File: src/rtl/wdt_pkg.sv
package wdt_pkg;
   // Bits needed to hold values 0 .. ticks-1 (at least one bit).
   function automatic int unsigned cnt_bits(input int unsigned ticks);
      int unsigned b;
      b = 1;
      while ((64'd1 << b) < 64'(ticks)) b++;
      return b;
   endfunction
endpackage

File: src/rtl/wdt_sync.sv
module wdt_sync #(
   parameter int unsigned STAGES = 2
) (
   input  logic clk,
   input  logic clr_i,
   input  logic d_i,
   output logic q_o
);
   logic [STAGES-1:0] chain_q;

   generate
      if (STAGES < 2) begin : g_bad_stages
         $error("wdt_sync: STAGES must be at least 2");
      end
   endgenerate

   always_ff @(posedge clk) begin
      if (clr_i) chain_q <= '0;
      else       chain_q <= {chain_q[STAGES-2:0], d_i};
   end

   assign q_o = chain_q[STAGES-1];
endmodule

File: src/rtl/wdt_edge.sv
module wdt_edge (
   input  logic clk,
   input  logic clr_i,
   input  logic lvl_i,
   output logic kick_o
);
   logic prev_q;

   always_ff @(posedge clk) begin
      if (clr_i) prev_q <= 1'b0;
      else       prev_q <= lvl_i;
   end

   // Either polarity of transition restarts the timer.
   assign kick_o = lvl_i ^ prev_q;

   // a detected transition is always followed by the level settling into history
   assert_kick_settles_R4: assert property (@(posedge clk) disable iff (clr_i)
      kick_o |=> (prev_q == $past(lvl_i)));
endmodule

File: src/rtl/wdt_count.sv
module wdt_count
   import wdt_pkg::*;
#(
   parameter int unsigned TICKS = 160_000_000
) (
   input  logic clk,
   input  logic clr_i,
   input  logic kick_i,
   output logic expire_o
);
   localparam int unsigned W = cnt_bits(TICKS);
   localparam logic [W-1:0] LIMIT = W'(TICKS - 1);

   logic [W-1:0] cnt_q;
   logic         exp_q;

   generate
      if (TICKS < 4) begin : g_bad_ticks
         $error("wdt_count: TICKS must be at least 4");
      end
   endgenerate

   always_ff @(posedge clk) begin
      if (clr_i) begin
         cnt_q <= '0;
         exp_q <= 1'b0;
      end else begin
         exp_q <= 1'b0;
         if (kick_i) begin
            cnt_q <= '0;               // clear wins over expiry
         end else if (cnt_q == LIMIT) begin
            cnt_q <= '0;               // restart after firing
            exp_q <= 1'b1;
         end else begin
            cnt_q <= cnt_q + 1'b1;
         end
      end
   end

   assign expire_o = exp_q;

   assert_single_pulse_R2: assert property (@(posedge clk) disable iff (clr_i)
      expire_o |=> !expire_o);
   assert_kick_blocks_R5: assert property (@(posedge clk) disable iff (clr_i)
      kick_i |=> !expire_o);
   assert_count_bound_R1: assert property (@(posedge clk) disable iff (clr_i)
      cnt_q <= LIMIT);
   assert_restart_R2: assert property (@(posedge clk) disable iff (clr_i)
      expire_o |-> (cnt_q == '0));
endmodule

File: src/rtl/wdog_edge_timer.sv
module wdog_edge_timer #(
   parameter int unsigned TIMEOUT_TICKS = 160_000_000,
   parameter int unsigned SYNC_STAGES   = 2
) (
   input  logic clk,
   input  logic wdi_async_i,
   input  logic rst_active_i,
   output logic expire_o
);
   logic wdi_sync;
   logic kick;

   wdt_sync #(.STAGES(SYNC_STAGES)) u_sync (
      .clk   (clk),
      .clr_i (rst_active_i),
      .d_i   (wdi_async_i),
      .q_o   (wdi_sync)
   );

   wdt_edge u_edge (
      .clk    (clk),
      .clr_i  (rst_active_i),
      .lvl_i  (wdi_sync),
      .kick_o (kick)
   );

   wdt_count #(.TICKS(TIMEOUT_TICKS)) u_count (
      .clk      (clk),
      .clr_i    (rst_active_i),
      .kick_i   (kick),
      .expire_o (expire_o)
   );

   // the cycle after reset is seen, no strobe can be present
   assert_quiet_after_hold_R6: assert property (@(posedge clk) disable iff (rst_active_i)
      $past(rst_active_i) |-> !expire_o);
endmodule

File: config.mk
export PLATFORM = sky130hd
export DESIGN_NAME = wdog_edge_timer
export DESIGN_NICKNAME = d
export VERILOG_FILES = /design/src/rtl/wdt_pkg.sv /design/src/rtl/wdt_sync.sv /design/src/rtl/wdt_edge.sv /design/src/rtl/wdt_count.sv /design/src/rtl/wdog_edge_timer.sv
export SDC_FILE = /design/constraint.sdc
export NUM_CORES = 1
export LEC_CHECK = 0
export BUFFER_PORTS_ARGS = -buffer_cell sky130_fd_sc_hd__buf_2
export CORE_MARGIN = 4
export CORE_UTILIZATION = 45
export CTS_CLUSTER_SIZE = 30
export DETAILED_ROUTE_END_ITERATION = 7
export SKIP_LAST_GASP = 1
export SLEW_MARGIN = 20
export SYNTH_ARGS = -nofsm -noshare
export SYNTH_HDL_FRONTEND = slang
export SYNTH_SLANG_ARGS = --single-unit
export TNS_END_PERCENT = 5
File: constraint.sdc
create_clock -name clk -period 1.72 [get_ports clk]
set_clock_uncertainty 0.05 [all_clocks]
set_input_delay 0 -clock clk [delete_from_list [all_inputs] [get_ports clk]]
set_output_delay 0 -clock clk [all_outputs]
set_load 0.02 [all_outputs]
# Word-level counts from Yosys, hierarchy flattened
# Index checks and enable logic that the tools add are counted.
# Widths: inputs -> output; s select.
[totals]
reg_bits = 32
inputBits = 3
output_inout_bits = 1
word_cells = 10
[classes]
add_sub_neg = 1
eq_ne = 1
muxes = 1
bitwise = 1
n_reduce_logical = 2
[op_table]
columns = ["operator", "n"]
rows = [
  ["$add 28x1->28 const B", 1],
  ["$eq 28x28->1 const B", 1],
  ["$reduce_or 3->1", 1],
  ["$reduce_or 2->1", 1],
  ["$mux 1", 1],
  ["$xor 1x1->1", 1],
]

# Longest topological paths before layout
# Gate-level depths: netlist (run 1).
[logic_depth]
depth_word = 2
ltp_mapped = 6
depth_no_buf = 5

# Hierarchy
# A second synthesis (run 1) with hierarchy kept.
[unflattened]
hier_cells = 183
hier_area_um2 = 1645.3
[modules_own_cells]
columns = ["mod", "instances", "cells_per_inst", "area_each_um2", "seq_area_each_um2"]
rows = [
  ["wdt_count", 1, 176, 1557.7, 580.6],
  ["wdt_sync", 1, 4, 52.6, 40.0],
  ["wdt_edge", 1, 3, 35.0, 20.0],
]

# Worst setup path after synthesis (run 1)
# OpenSTA, ideal clock, no wires.
[synth_timing]
path_type = "reg2reg"
start = "register u_count.cnt_q[0]"
end = "register u_count.cnt_q[11]"
setup_ns = 0.117
arrival_ns = 1.727
t_required_ns = 1.553
setup_slack_ns = -0.174
path_stages_with_launch = 7
n_path_buf = 1
period_less_slack_ns = 1.894
path_cell_list = "dfxtp_1 > ha_1 > and4_1 > nand3_4 > o31ai_2 > buf_2 > nor2_1"
[synth_via]
elab_chain_len = 2
word_cells_on_any_way = 3
cone_classes = "1 x add/sub; 1 x eq/ne; 1 x reduce/logical"
[synth_lines]
columns = ["item", "line", "text"]
rows = [
  ["start, declared", "wdt_count.sv:14", "logic [W-1:0] cnt_q;"],
  ["start signal, assigned", "wdt_count.sv:35", "cnt_q <= cnt_q + 1'b1;"],
  ["parallel branches: the longest is 2 deep, another holds $add 28x1->28", "-", ""],
]
# Parallel ways; which one is timed is not known.
# A chain may end at the register's enable or synchronous reset.

# Final worst setup path (run 1)
[layout_timing]
start = "register u_count.cnt_q[8]"
end = "register u_count.cnt_q[15]"
# Same word-level chain as after synthesis.

==> results of run 1 <==
## through the flow
step                      hold WS [ns]  setup TNS (ns)  util [%]  std cells  instance area [um2]
after global routing             0.364           -1.97      60.7        247                 1880
after CTS                        0.341          -0.897      59.5        247                 1850
final                            0.364          -0.564      60.7        247                 1880
after detailed placement         0.167          -0.494      55.5        232                 1720
after floorplan                 0.0216          -0.207         -        169                 1520
after global placement           0.161          -0.301      55.5        232                 1720
## cell type report
class / instances / share of cell area (%)
Tap cell: 44 / 2.92
Multi-Input combinational cell: 128 / 45.4
Timing Repair Buffer: 32 / 13.4
Clock inverter: 2 / 0.532
Inverter: 3 / 0.598
Sequential cell: 32 / 34.5
Clock buffer: 6 / 2.72
## cells by family (layout without fill, tap and decap cells)
family          Yosys count  count (layout)  share of synthesized area, %
xor+xnor                 12              12                          7.09
simple gates             83              83                          32.6
compound gates           31              31                          12.6
flops                    32              32                          43.2
fa+ha+maj                 1               1                         0.844
buf+inv                   9              43                          3.04
mux                       1               1                         0.675
## metal layers
layer / up-vias / routed length, um / track usage (%)
li1: 693 / - / -
met1: 640 / 1460 / 19.2
met2: 19 / 1630 / 29.7
met3: 7 / 96 / 4.10
met4: 0 / 62 / 9.33
met5: - / 0 / 0
## path summary, 6_finish.rpt
kind                            cells after the start                end  slack, ns              from
worst max-delay path                                6  u_count.cnt_q[15]      -0.10  u_count.cnt_q[8]
worst min-delay path                                3  u_sync.chain_q[1]       0.36      rst_active_i
worst max register to register                      6  u_count.cnt_q[15]      -0.10  u_count.cnt_q[8]
worst min register to register                      1   u_count.cnt_q[0]       0.38  u_count.cnt_q[0]
## power by group through the flow
stage | Clock [mW] | Sequential [mW] | Combinational [mW]
3_5_place_dp | 0 | 0.772 | 0.0511
2_1_floorplan | 0 | 0.771 | 0.0301
4_1_cts | 0.465 | 0.755 | 0.0546
3_3_place_gp | 0 | 0.771 | 0.0493
6_report | 0.441 | 0.755 | 0.0545
5_1_grt | 0.497 | 0.757 | 0.0606
## critical path: cells and delay by family, from the launching register on
family / cells / cell delay [ns]
buffers and inverters: 2 / 0.32
AO/OA/AOI/OAI: 1 / 0.14
AND/OR/NAND/NOR: 3 / 0.91
flip-flops: 1 / 0.35
## flip-flops by register name (all words and copies together) (netlist names)
signal,cells
u_count.cnt_q,28
u_edge.prev_q,1
u_sync.chain_q,2
u_count.expire_o,1
## repair_timing
action	CTS	global route
pin swaps	4	6
hold buffers	2	0
hold endpoints to repair	3	0
gates cloned	1	0
resized for setup	2	10
buffers inserted	4	0
setup endpoints to repair	9	23
## placed cells by master (no fill, tap or decap), drive strengths merged, types with 2 or more instances in the layout
master,synthesis,final
a21oi,14,14
and3,8,8
and4,4,4
buf,4,30
clkbuf,2,6
clkinv,0,2
dfxtp,32,32
dlygate4sd3,0,2
inv,3,3
nand2,11,11
nand3,10,10
nand4,9,9
nor2,14,14
nor2b,3,3
nor3,2,2
nor4b,2,2
o211ai,2,2
o21ai,6,6
o31ai,8,8
or3,7,7
or4,8,8
xnor2,4,4
xor2,8,8
==> results, run 1 <==
- The internal power consumption is 0.968 mW.
- Dividing total power by cell area gives a power density of 664 nW/um2.
- The die footprint is 4280 um2.
- The CTS tree is done.
- The flow ran to the end, but the final reports show violations.
- Global routing used 17.2% of the available tracks across all layers.
- In this run the remaining antenna-violating nets after routing total 0.
- The number of violations of the max-capacitance limit is 0.
- The required time at the endpoint of the critical path is ~1.9 ns.
- The worst-case setup slack after placement is -0.131 ns.
- The via count of the first global-routing pass is ~1300.
- For this design the static power due to leakage is 0.665 nW.
- In this design, the stage delay of the slowest critical-path cell is 0.52 ns.
- Entering global routing, the biggest net connects 20 pins.
- At the end of the flow, the number of nets in the layout was 206.
- The total I/O pin count is 4.
- The worst endpoint data arrival time is between 2 and 2.5 ns.
- The worst setup margin is -0.102 ns.
- The dominant register cell in the synthesized netlist is sky130_fd_sc_hd__dfxtp_1.
- Headroom to the max-slew limit came out at 68.7%.
- Clock-pin slew was measured on the worst setup and hold paths at ~0.1 ns.
- Summing every instance area after synthesis gives 1480 um2.
- The half-perimeter wire length of the detailed placement result is about 2.3 mm.
- The number of nets handed over by synthesis was 173.
- The distinct cell type count after synthesis is 33.
- The die outline width is 65.4 um.
- Summing all multi-input logic gate instances after layout gives 855 um2.
- The number of max-slew violations in the final report is 0.
- The sequential cells in the finished layout cover a total of between 600 and 700 um2.
- The logic gate share of total power is under 10%.
- The synthesized netlist cell count is 169.
- The cell with the most instances after synthesis is sky130_fd_sc_hd__dfxtp_1.
- For this run the aggregate overflow at the end of global routing stands at 0.
- Clock latency on the worst-skew pair, taken at its later pin, is roughly 0.33 ns.
- The hold violation total from the final report is 0.
- The signal on the critical path passes through nand3_2 > or4_4 > buf_4 > buf_2 > or3_1 > a21oi_1.
- Setup repair after global routing could not meet its margin everywhere.
- Along the worst path, the maximum fanout reaches 8.
- After filler insertion, the fill cell instance count of the layout stands at 287.
- The largest area contributor in the netlist is sky130_fd_sc_hd__dfxtp_1.
- The number of flip-flops and latches in the synthesized netlist is 32.
- Clock tree synthesis selected as its root buffer the cell sky130_fd_sc_hd__clkbuf_4.
- The CTS buffer count is 5.
- The cell type of the slowest stage on the worst timing path is sky130_fd_sc_hd__or4_4.
- The worst ir drop on vdd is 434 uV.
- Sequential cells burn 60.4% of the power.
- The type of the most critical hold path is primary input to register.
- The synthesized design contains 0 enable-type register cells.
- The number of detailed-route iterations in the first pass is 4.
- The worst setup path is of the register to register kind.
- The via density per instance is around 5.5.
- For this run, the top clock speed supported by timing is 0.549 GHz.
- For this run, the number of Yosys warnings is 0.
- For this block, the routed nets add up to 3.25 mm of wire.
- The longest clock path from root to sink contains 2 buffers.
- The floorplan row count is 20.
- The post-route netlist has 31.0% of its cells at a drive strength greater than 1.
- The time the worst path needs with I/O delays and setup is 1.82 ns.
- Once the floorplan was initialized, standard cells occupied 47.8% of the core.
- The die is 65.4 um tall.
- The proportion of synthesized chip area in sequential cells is 43.2%.
- At the pin with the least slew margin, the transition time is between 0.4 and 0.5 ns.
- The total power after layout is ~1.3 mW.
- The switching power is 0.282 mW.
- The number of diodes added for antenna fixing is 0.
- The share of flip-flops with an asynchronous set or reset is 0%.
- The global placer's final weighted congestion is 0.820.
- The worst setup path is launched from a register.
- After detailed routing, the average wire length per cell comes to 13.2 um.
- Of the total power, the share spent switching nets is 22.5%.
- The final route contains 1359 vias.
- Yosys attributes the largest share of cell area to sky130_fd_sc_hd__dfxtp_1 (43%), sky130_fd_sc_hd__a21oi_1 (4.7%), sky130_fd_sc_hd__xor2_1 (4.7%).
- The number of sinks on the clock net is 32.
- The initial antenna violation count was 0.
- The number of buffers inserted by port buffering is 3.
- The count of final setup violators is 9.
- The H-tree was split into 2 levels.
- The residual DRC count is 0.
- The share of the synthesized area in the top cell type is 43.2%.
- The share of power burned in the clock network is about a third.
- The post-synthesis to final-layout area growth is 27.0%.
- Of the available clock period, the critical path in the final layout requires 106%.
- The final reports fail on negative setup slack.
- The total area inside the core boundary comes to 3100 um2.
- The mean instance size in the synthesized netlist is 8.77 um2.
- STA classifies the critical path endpoint as a register.
- After synthesis, the most frequently instantiated cells are sky130_fd_sc_hd__dfxtp_1 (32), sky130_fd_sc_hd__a21oi_1 (14), sky130_fd_sc_hd__nor2_1 (14), sky130_fd_sc_hd__nand2_1 (11).
- For this block, the initial DRC count from the detailed router was a little over 90.
- The first global-routing pass estimated between 5 and 6 mm of wire.
No activity file was read; power rests on OpenSTA's default activity.
==> run 2, diff against run 1 <==
--- a/config.mk
+++ b/config.mk
@@ -10,6 +10,7 @@
 export CORE_UTILIZATION = 45
 export CTS_CLUSTER_SIZE = 30
 export DETAILED_ROUTE_END_ITERATION = 7
+export RECOVER_POWER = 100
 export SKIP_LAST_GASP = 1
 export SLEW_MARGIN = 20
 export SYNTH_ARGS = -nofsm -noshare
==> run 2 against run 1 <==
Net effect: the run still ends with negative setup slack left; combinational power about the same; flip-flop and latch count stayed put; global-route usage stayed put; sequential share of layout area rose by 0.18 points; final area fell by 0.53%; critical path type unchanged; critical endpoint unchanged; largest cell class unchanged.
==> results, run 2 (synthesis results as in run 1) <==
- The post-synthesis to final-layout area growth is 26.3%.
- The total routed wirelength is 3.25 mm (-0.12%).
- The critical path startpoint category is a register.
- The maximum net fanout on the critical path is 8 (unchanged).
- The maximum frequency from static timing analysis is 0.550 GHz (+0.11%).
- The largest registers in the layout are u_count.cnt_q x28, u_sync.chain_q x2.
- The buffer depth of the longest clock path is 2 (unchanged).
- The worst setup margin is -0.0996 ns (+0.00193 ns).
- The critical path goes through nand3_2 > or4_4 > buf_4 > buf_2 > or3_1 > a21oi_1.
- The number of nets with antenna violations after detailed routing came to 0 (unchanged).
- The flip-flop count of the largest register after layout is 28 (unchanged).
- The initial core utilization was 47.8% (unchanged).
- The floorplan row count is 20 (unchanged).
- The share of the clock period used by the worst path was 106% (-0.11 points).
- The worst ir drop on vdd is 434 uV (about the same).
- The hold violation total from the final report was 0 (unchanged).
- The total I/O pin count is 4 (unchanged).
- The required time at the endpoint of the critical path came to 1.94 ns (about the same).
- The share of cells above drive strength 1 was 29.1% (-2.0 points).
- The power density relative to cell area is 668 nW/um2 (+0.62%).
- The vertical die dimension is 65.4 um (unchanged).
- By startpoint and endpoint, the worst setup path is classified as register to register.
- The number of buffers inserted by port buffering is 3 (unchanged).
- The global placer's final weighted congestion is 0.820 (unchanged).
- The number of diodes added for antenna fixing was 0 (unchanged).
- The number of DRC violations after detailed-routing iteration 0 came to 98 (+5.4%).
- The H-tree level count came to 2 (unchanged).
- The most common cell after layout, fill and taps aside is sky130_fd_sc_hd__dfxtp_1.
- The die footprint was 4280 um2 (unchanged).
- The number of detailed-route iterations in the first pass is 4 (unchanged).
- The number of max-slew violations in the final report was 0 (unchanged).
- The number of sinks on the clock net is 32 (unchanged).
- The time the worst path needs with I/O delays and setup is 1.82 ns (-0.00193 ns).
- The flow ran to the end, but the final reports show violations.
- The area of the core was 3100 um2 (unchanged).
- The peak per-stage delay on the critical path was 0.52 ns (about the same).
- TritonCTS built the clock tree.
- The setup total negative slack is -0.546 ns (+0.0174 ns).
- The transition time at the pin with the least slew margin is 0.469 ns (-0.000122 ns).
- The initial antenna violation count came to 0 (unchanged).
- The critical path endpoint category is a register.
- The via count of the first global-routing pass was 1345 (unchanged).
- The number of violations of the max-capacitance limit was 0 (unchanged).
- The worst endpoint data arrival time is 2.04 ns (about the same).
- Setup repair after global routing could not meet its margin everywhere.
- The die outline width is 65.4 um (unchanged).
- The via total after detailed routing is 1365 (+0.44%).
- The first-pass GRT wire length is 5.66 mm (unchanged).
- The register ranked first by flip-flop count is u_count.cnt_q.
- The wire length per cell after detailed routing is 13.1 um (-0.12%).
- In the layout the commonest cells are sky130_fd_sc_hd__dfxtp_1 (25), sky130_fd_sc_hd__buf_4 (22), sky130_fd_sc_hd__nor2_1 (14).
- The remaining max-slew budget at the tightest pin came to 68.7% (about the same).
- The tree is rooted in a sky130_fd_sc_hd__clkbuf_4.
- The total routing resource utilization after global routing was 17.2% (unchanged).
- The worst hold path belongs to the class primary input to register.
- The reported leakage power is 0.650 nW (-2.2%).
- The clock edge transition at the registers on the reported setup and hold paths is 0.10 ns (about the same).
- The via density per instance is 5.53 (+0.44%).
- The total power after layout is 1.25 mW (about the same).
- The half-perimeter wire length of the detailed placement result is 2.33 mm (unchanged).
- The insertion delay of the later-clocked pin in the worst-skew pair is 0.33 ns (about the same).
- The checks that failed: negative setup slack.
- The maximum number of pins on one net before global-route repair came to 20 (unchanged).
- The cell type of the slowest stage on the worst timing path is sky130_fd_sc_hd__or4_4.
- The residual DRC count is 0 (unchanged).
- The count of final setup violators is 9 (unchanged).
- The global-route congestion overflow total is 0 (unchanged).
- The CTS buffer count was 5 (unchanged).
- The net total in the final layout came to 206 (unchanged).
==> run 2: changes by cell type in the layout (fill, tap and decap cells not counted) <==
cell / change
sky130_fd_sc_hd__buf_2: -2
sky130_fd_sc_hd__buf_4: -2
sky130_fd_sc_hd__clkbuf_1: +4
==> run 2: metrics by stage <==
stage	worst slack (ns)	std cells	area [um2]	hold WS, ns	utilization [%]
2_1_floorplan	-0.0551	169	1520	0.0216	-
3_3_place_gp	-0.0950	232	1720	0.161	55.5
3_5_place_dp	-0.131	232	1720	0.167	55.5
4_1_cts	-0.134	247	1850	0.341	59.5
5_1_grt	-0.173	247	1870	0.387	60.4
6_report	-0.0996	247	1870	0.370	60.4
==> run 2: final cells by class <==
cell class                      count  area (um2)
Clock buffer                        6        51.3
Clock inverter                      2        10.0
Inverter                            3        11.3
Tap cell                           44        55.1
Fill cell                         287        1230
Sequential cell                    32         649
Timing Repair Buffer               32         241
Multi-Input combinational cell    128         855
==> run 2: final timing paths <==
path                                        from                end  slack [ns]  cells past startpoint
worst max-delay path            u_count.cnt_q[8]  u_count.cnt_q[15]        -0.1                      6
worst min-delay path                 wdi_async_i  u_sync.chain_q[0]        0.37                      3
worst max register to register  u_count.cnt_q[8]  u_count.cnt_q[15]        -0.1                      6
worst min register to register  u_count.cnt_q[0]   u_count.cnt_q[0]        0.38                      1
==> run 2: report_power, final <==
part           switching [mW]  internal, mW
Clock                   0.248         0.194
Sequential            0.00546         0.749
Combinational          0.0299        0.0243
Total                   0.283         0.968
==> run 2: per-layer routing <==
| layer | vias to the layer above | global-route usage (%) | part of all wire (%) | wire length (um) |
|---|---|---|---|---|
| li1 | 694 | - | - | - |
| met2 | 21 | 29.7 | 50 | 1630 |
| met4 | 0 | 9.33 | 1.9 | 62 |
| met5 | - | 0 | 0 | 0 |
| met1 | 643 | 19.2 | 45 | 1450 |
| met3 | 7 | 4.10 | 3.3 | 107 |
==> run 2: what timing repair did <==
item,CTS,global route
setup buffers,4,0
gates resized for setup,2,10
pin swaps,4,6
endpoints found under the hold margin,3,0
hold buffers,2,0
cloned,1,0
endpoints found under the setup margin,9,23
==> run 2: worst max-delay path, delay by kind of cell, from the launching register on <==
family                 cells  cell delay, ns
AO/OA/AOI/OAI              1            0.14
AND/OR/NAND/NOR            3            0.91
buffers and inverters      2            0.32
flip-flops                 1            0.35
==> run 3, diff against run 2 <==
--- a/config.mk
+++ b/config.mk
@@ -5,12 +5,15 @@
 export SDC_FILE = /design/constraint.sdc
 export NUM_CORES = 1
 export LEC_CHECK = 0
+export ABC_AREA = 1
 export BUFFER_PORTS_ARGS = -buffer_cell sky130_fd_sc_hd__buf_2
 export CORE_MARGIN = 4
 export CORE_UTILIZATION = 45
+export CTS_BUF_LIST = sky130_fd_sc_hd__clkbuf_8 sky130_fd_sc_hd__clkbuf_16
 export CTS_CLUSTER_SIZE = 30
 export DETAILED_ROUTE_END_ITERATION = 7
 export RECOVER_POWER = 100
+export SETUP_SLACK_MARGIN = 0.1
 export SKIP_LAST_GASP = 1
 export SLEW_MARGIN = 20
 export SYNTH_ARGS = -nofsm -noshare
==> run 3 against run 2 <==
Net effect: the flow now finishes without violations; global-route usage is 1.1 points lower; cell count grew 29%; maximum frequency up 19%; critical endpoint is now u_count.cnt_q[21].
==> results, run 3 <==
- The number of diodes added for antenna fixing is 0 (unchanged).
- The fraction of synthesized area in multiplexers came to 0% (-0.68 points).
- The number of violations of the max-capacitance limit is 0 (unchanged).
- Of all cell types, the one taking the most synthesized area is sky130_fd_sc_hd__dfxtp_1.
- The worst setup path is launched from a register.
- The count of filler cells inserted in the layout is 374 (+30%).
- The number of detailed-route iterations in the first pass was 4 (unchanged).
- The simple-gate portion of the synthesized area was 44.1% (+12 points).
- The setup total negative slack was 0 ns (+0.546 ns).
- The number of buffers inserted by port buffering is 3 (unchanged).
- The flip-flop count of the largest register after layout is 28 (unchanged).
- The proportion of synthesized chip area in sequential cells is 38.0% (-5.3 points).
- The net switching share of the total power is 20.7% (-2.0 points).
- The area of the multi-input gates was 947 um2 (+11%).
- The via density per instance is 4.68 (-15%).
- The top cell types in the final layout, fill and taps aside, are sky130_fd_sc_hd__nand2_1 (68), sky130_fd_sc_hd__nor2_1 (63), sky130_fd_sc_hd__dfxtp_1 (32).
- The clock edge transition at the registers on the reported setup and hold paths is 0.07 ns (-0.03 ns).
- The fraction of synthesized cell area in xor and xnor cells is 7.26% (+0.18 points).
- The worst-case setup slack after placement came to 0.136 ns (+0.268 ns).
- The number of nets with antenna violations after detailed routing came to 0 (unchanged).
- The flow ran to the end, and the final reports show no timing, DRC or antenna violations.
- The share of cells above drive strength 1 is 11.0% (-18 points).
- The die footprint came to 4790 um2 (+12%).
- The tightest hold margin is 0.354 ns (-0.0154 ns).
- The hold violation total from the final report is 0 (unchanged).
- Counting instances in the post-synthesis netlist gives the leading cell types as sky130_fd_sc_hd__nand2_1 (68), sky130_fd_sc_hd__nor2_1 (64), sky130_fd_sc_hd__dfxtp_1 (32), sky130_fd_sc_hd__inv_1 (23), sky130_fd_sc_hd__nand3_1 (20).
- The mean instance size in the synthesized netlist was 6.54 um2 (-25%).
- The share of the synthesized area in the top cell type came to 38.0% (-5.3 points).
- The remaining max-slew budget at the tightest pin was 69.8% (+1.1 points).
- The total routing resource utilization after global routing is 16.0% (-1.1 points).
- The total I/O pin count is 4 (unchanged).
- The worst ir drop on vdd is 563 uV (+30%).
- The number of DRC violations after detailed-routing iteration 0 is 110 (+12%).
- The switching power is 0.311 mW (+9.9%).
- Setup repair after global routing left no endpoint under its margin.
- The die outline width is 69.2 um (+5.9%).
- The count of final setup violators came to 0 (-9).
- The transition time at the pin with the least slew margin is 0.453 ns (-0.0166 ns).
- The largest delay contributor family on the critical path is simple AND/OR/NAND/NOR gates.
- The maximum net fanout on the critical path is 13 (+5).
- The type of the most critical hold path is register to register.
- The required time at the endpoint of the critical path is 1.84 ns (-0.10 ns).
- The share of flip-flops with an asynchronous set or reset is 0% (unchanged).
- The adder and majority gate portion of the synthesized area is 0.741% (-0.10 points).
- In the final layout, the registers with the most flip-flops are u_count.cnt_q x28, u_sync.chain_q x2.
- The area of the core is 3470 um2 (+12%).
- The number of synthesis warnings was 0 (unchanged).
- In this design, the critical path's most frequently occurring cell is sky130_fd_sc_hd__nand2_4.
- The sequential fraction of design power is 50.1% (-10 points).
- The reported leakage power came to 0.669 nW (+2.9%).
- The residual DRC count is 0 (unchanged).
- More flip-flops sit in one register than any other, and that register is u_count.cnt_q.
- The initial antenna violation count came to 0 (unchanged).
- The time the worst path needs with I/O delays and setup came to 1.53 ns (-0.290 ns).
- The cell type of the slowest stage on the worst timing path is sky130_fd_sc_hd__dfxtp_1.
- The net total in the final layout was 275 (+33%).
- The worst endpoint data arrival time came to 1.65 ns (-0.39 ns).
- The total power after layout is 1.51 mW (+20%).
- The number of flip-flops and latches in the synthesized netlist is 32 (unchanged).
- The wire length per cell after detailed routing was 11.7 um (-11%).
- The synthesized cell area is 1690 um2 (+14%).
- The compound-gate portion of the synthesized area was 2.37% (-10 points).
- The worst setup path is captured at a register.
- The internal power consumption is 1.20 mW (+24%).
- The share of power burned in the clock network is 46.6% (+11 points).
- Yosys instantiated no cell more often than sky130_fd_sc_hd__nand2_1.
- The post-synthesis net count is 262 (+51%).
- The area of all sequential standard cells is 641 um2 (-1.3%).
- Sorting the synthesized cells by area gives the leading types as sky130_fd_sc_hd__dfxtp_1 (38%), sky130_fd_sc_hd__nand2_1 (15%), sky130_fd_sc_hd__nor2_1 (14%).
- The maximum frequency from static timing analysis was 0.654 GHz (+19%).
- The peak per-stage delay on the critical path is 0.35 ns (-0.17 ns).
- The power density relative to cell area is 789 nW/um2 (+18%).
- The number of sinks on the clock net is 32 (unchanged).
- The first-pass GRT wire length came to 6.27 mm (+11%).
- The vertical die dimension came to 69.2 um (+5.9%).
- The synthesized netlist cell count is 258 (+53%).
- The total routed wirelength came to 3.71 mm (+14%).
- The global-route congestion overflow total came to 0 (unchanged).
- The global placer's final weighted congestion is 0.884 (+7.8%).
- The half-perimeter wire length of the detailed placement result came to 2.72 mm (+17%).
- The insertion delay of the later-clocked pin in the worst-skew pair is 0.28 ns (-0.05 ns).
- Clock tree synthesis selected as its root buffer the cell sky130_fd_sc_hd__clkbuf_8.
- The maximum number of pins on one net before global-route repair is 27 (+35%).
- The library cell used most frequently in the layout, excluding fill and tap cells, is sky130_fd_sc_hd__nand2_1.
- Walking the worst path, the cells encountered are ha_1 > inv_1 > nor2_4 > nand2_4 > nor2_2 > nand2_4 > nand2_4 > nor2_1.
- The count of buffering cells on the critical path with inverters included is 1 (-1).
- The floorplan row count was 21 (+5.0%).
- The share of the clock period used by the worst path is 89.0% (-17 points).
- The CTS tree is done.
- The number of max-slew violations in the final report was 0 (unchanged).
- The most used flip-flop cell after synthesis is sky130_fd_sc_hd__dfxtp_1.
- The via total after detailed routing is 1489 (+9.1%).
- The worst setup margin came to 0.190 ns (+0.290 ns).
- The buffer depth of the longest clock path is 2 (unchanged).
- The H-tree level count was 2 (unchanged).
- The critical path start-end classification is register to register.
- The logic gate share of total power came to 3.3% (-1.0 points).
- The distinct cell type count after synthesis is 20 (-39%).
- The register-to-register setup slack came to 0.19 ns (+0.29 ns).
- The number of synthesized flops with an enable pin was 0 (unchanged).
- The combinational family with the most area after synthesis is simple AND/OR/NAND/NOR gates.
- The initial core utilization is 48.7% (+0.88 points).
- The via count of the first global-routing pass is 1375 (+2.2%).
- The post-synthesis to final-layout area growth is 13.1%.
- The final core area utilization is 55.1% (-5.3 points).
- The CTS buffer count is 5 (unchanged).
## run 3: changes by cell type in the layout (fill, tap and decap cells not counted), sizes merged, moves of 8 or more
cell	before	now
inv	3	28
or4	8	0
buf	26	3
nand2	11	73
nand3	10	20
nor2	14	73
o31ai	8	0
## run 3: cell families after synthesis
group | after synthesis
flip-flops | 32
AND/OR/NAND/NOR | 173
buffers and inverters | 30
AO/OA/AOI/OAI | 8
XOR/XNOR | 14
adder cells (fa/ha/maj) | 1
## run 3: power by group through the flow
stage	clock (mW)	sequential [mW]	combinational, mW
floorplan	0	0.770	0.0368
global placement	0	0.771	0.0405
detailed placement	0	0.771	0.0400
CTS	0.725	0.754	0.0441
global route	0.759	0.755	0.0569
finish	0.702	0.755	0.0502
## run 3: worst paths after layout
check | startpoint | to | cells past startpoint
worst max-delay path | u_count.cnt_q[0] | u_count.cnt_q[21] | 8
worst min-delay path | u_sync.chain_q[0] | u_sync.chain_q[1] | 2
worst max register to register | u_count.cnt_q[0] | u_count.cnt_q[21] | 8
worst min register to register | u_sync.chain_q[0] | u_sync.chain_q[1] | 2
## run 3: what timing repair did
| item | 4_1_cts | 5_1_grt |
|---|---|---|
| hold buffers | 2 | 0 |
| resized for setup | 0 | 5 |
| setup buffers | 0 | 0 |
| setup endpoints to repair | 0 | 26 |
| endpoints found under the hold margin | 3 | 0 |
## run 3: cell type report
type	instances	share of cell area, %
multi-input cells	197	49.6
flip-flops and latches	32	33.6
inverters	28	5.50
clock buffers	5	3.60
well taps	46	3.01
repair buffers	7	2.49
clock inverters	3	2.23
## run 3: worst min-delay path, stage by stage, from the launching register on
cell and delay, ns:
sky130_fd_sc_hd__dfxtp_1 0.30, sky130_fd_sc_hd__inv_1 0.04, sky130_fd_sc_hd__nor2_1 0.03
## run 3: metrics by stage
step | cell area [um2] | instances
2_1_floorplan | 1690 | 258
3_3_place_gp | 1750 | 307
3_5_place_dp | 1750 | 307
4_1_cts | 1880 | 317
5_1_grt | 1910 | 318
6_report | 1910 | 318
## run 3: layer usage
layer | wire length [um] | vias to the layer above | global-route usage, % | share of wire, %
li1 | - | 816 | - | -
met1 | 1920 | 651 | 22.5 | 52
met2 | 1650 | 18 | 24.4 | 44
met3 | 117 | 4 | 3.48 | 3.2
met4 | 29 | 0 | 5.21 | 0.78
met5 | 0 | - | 0 | 0
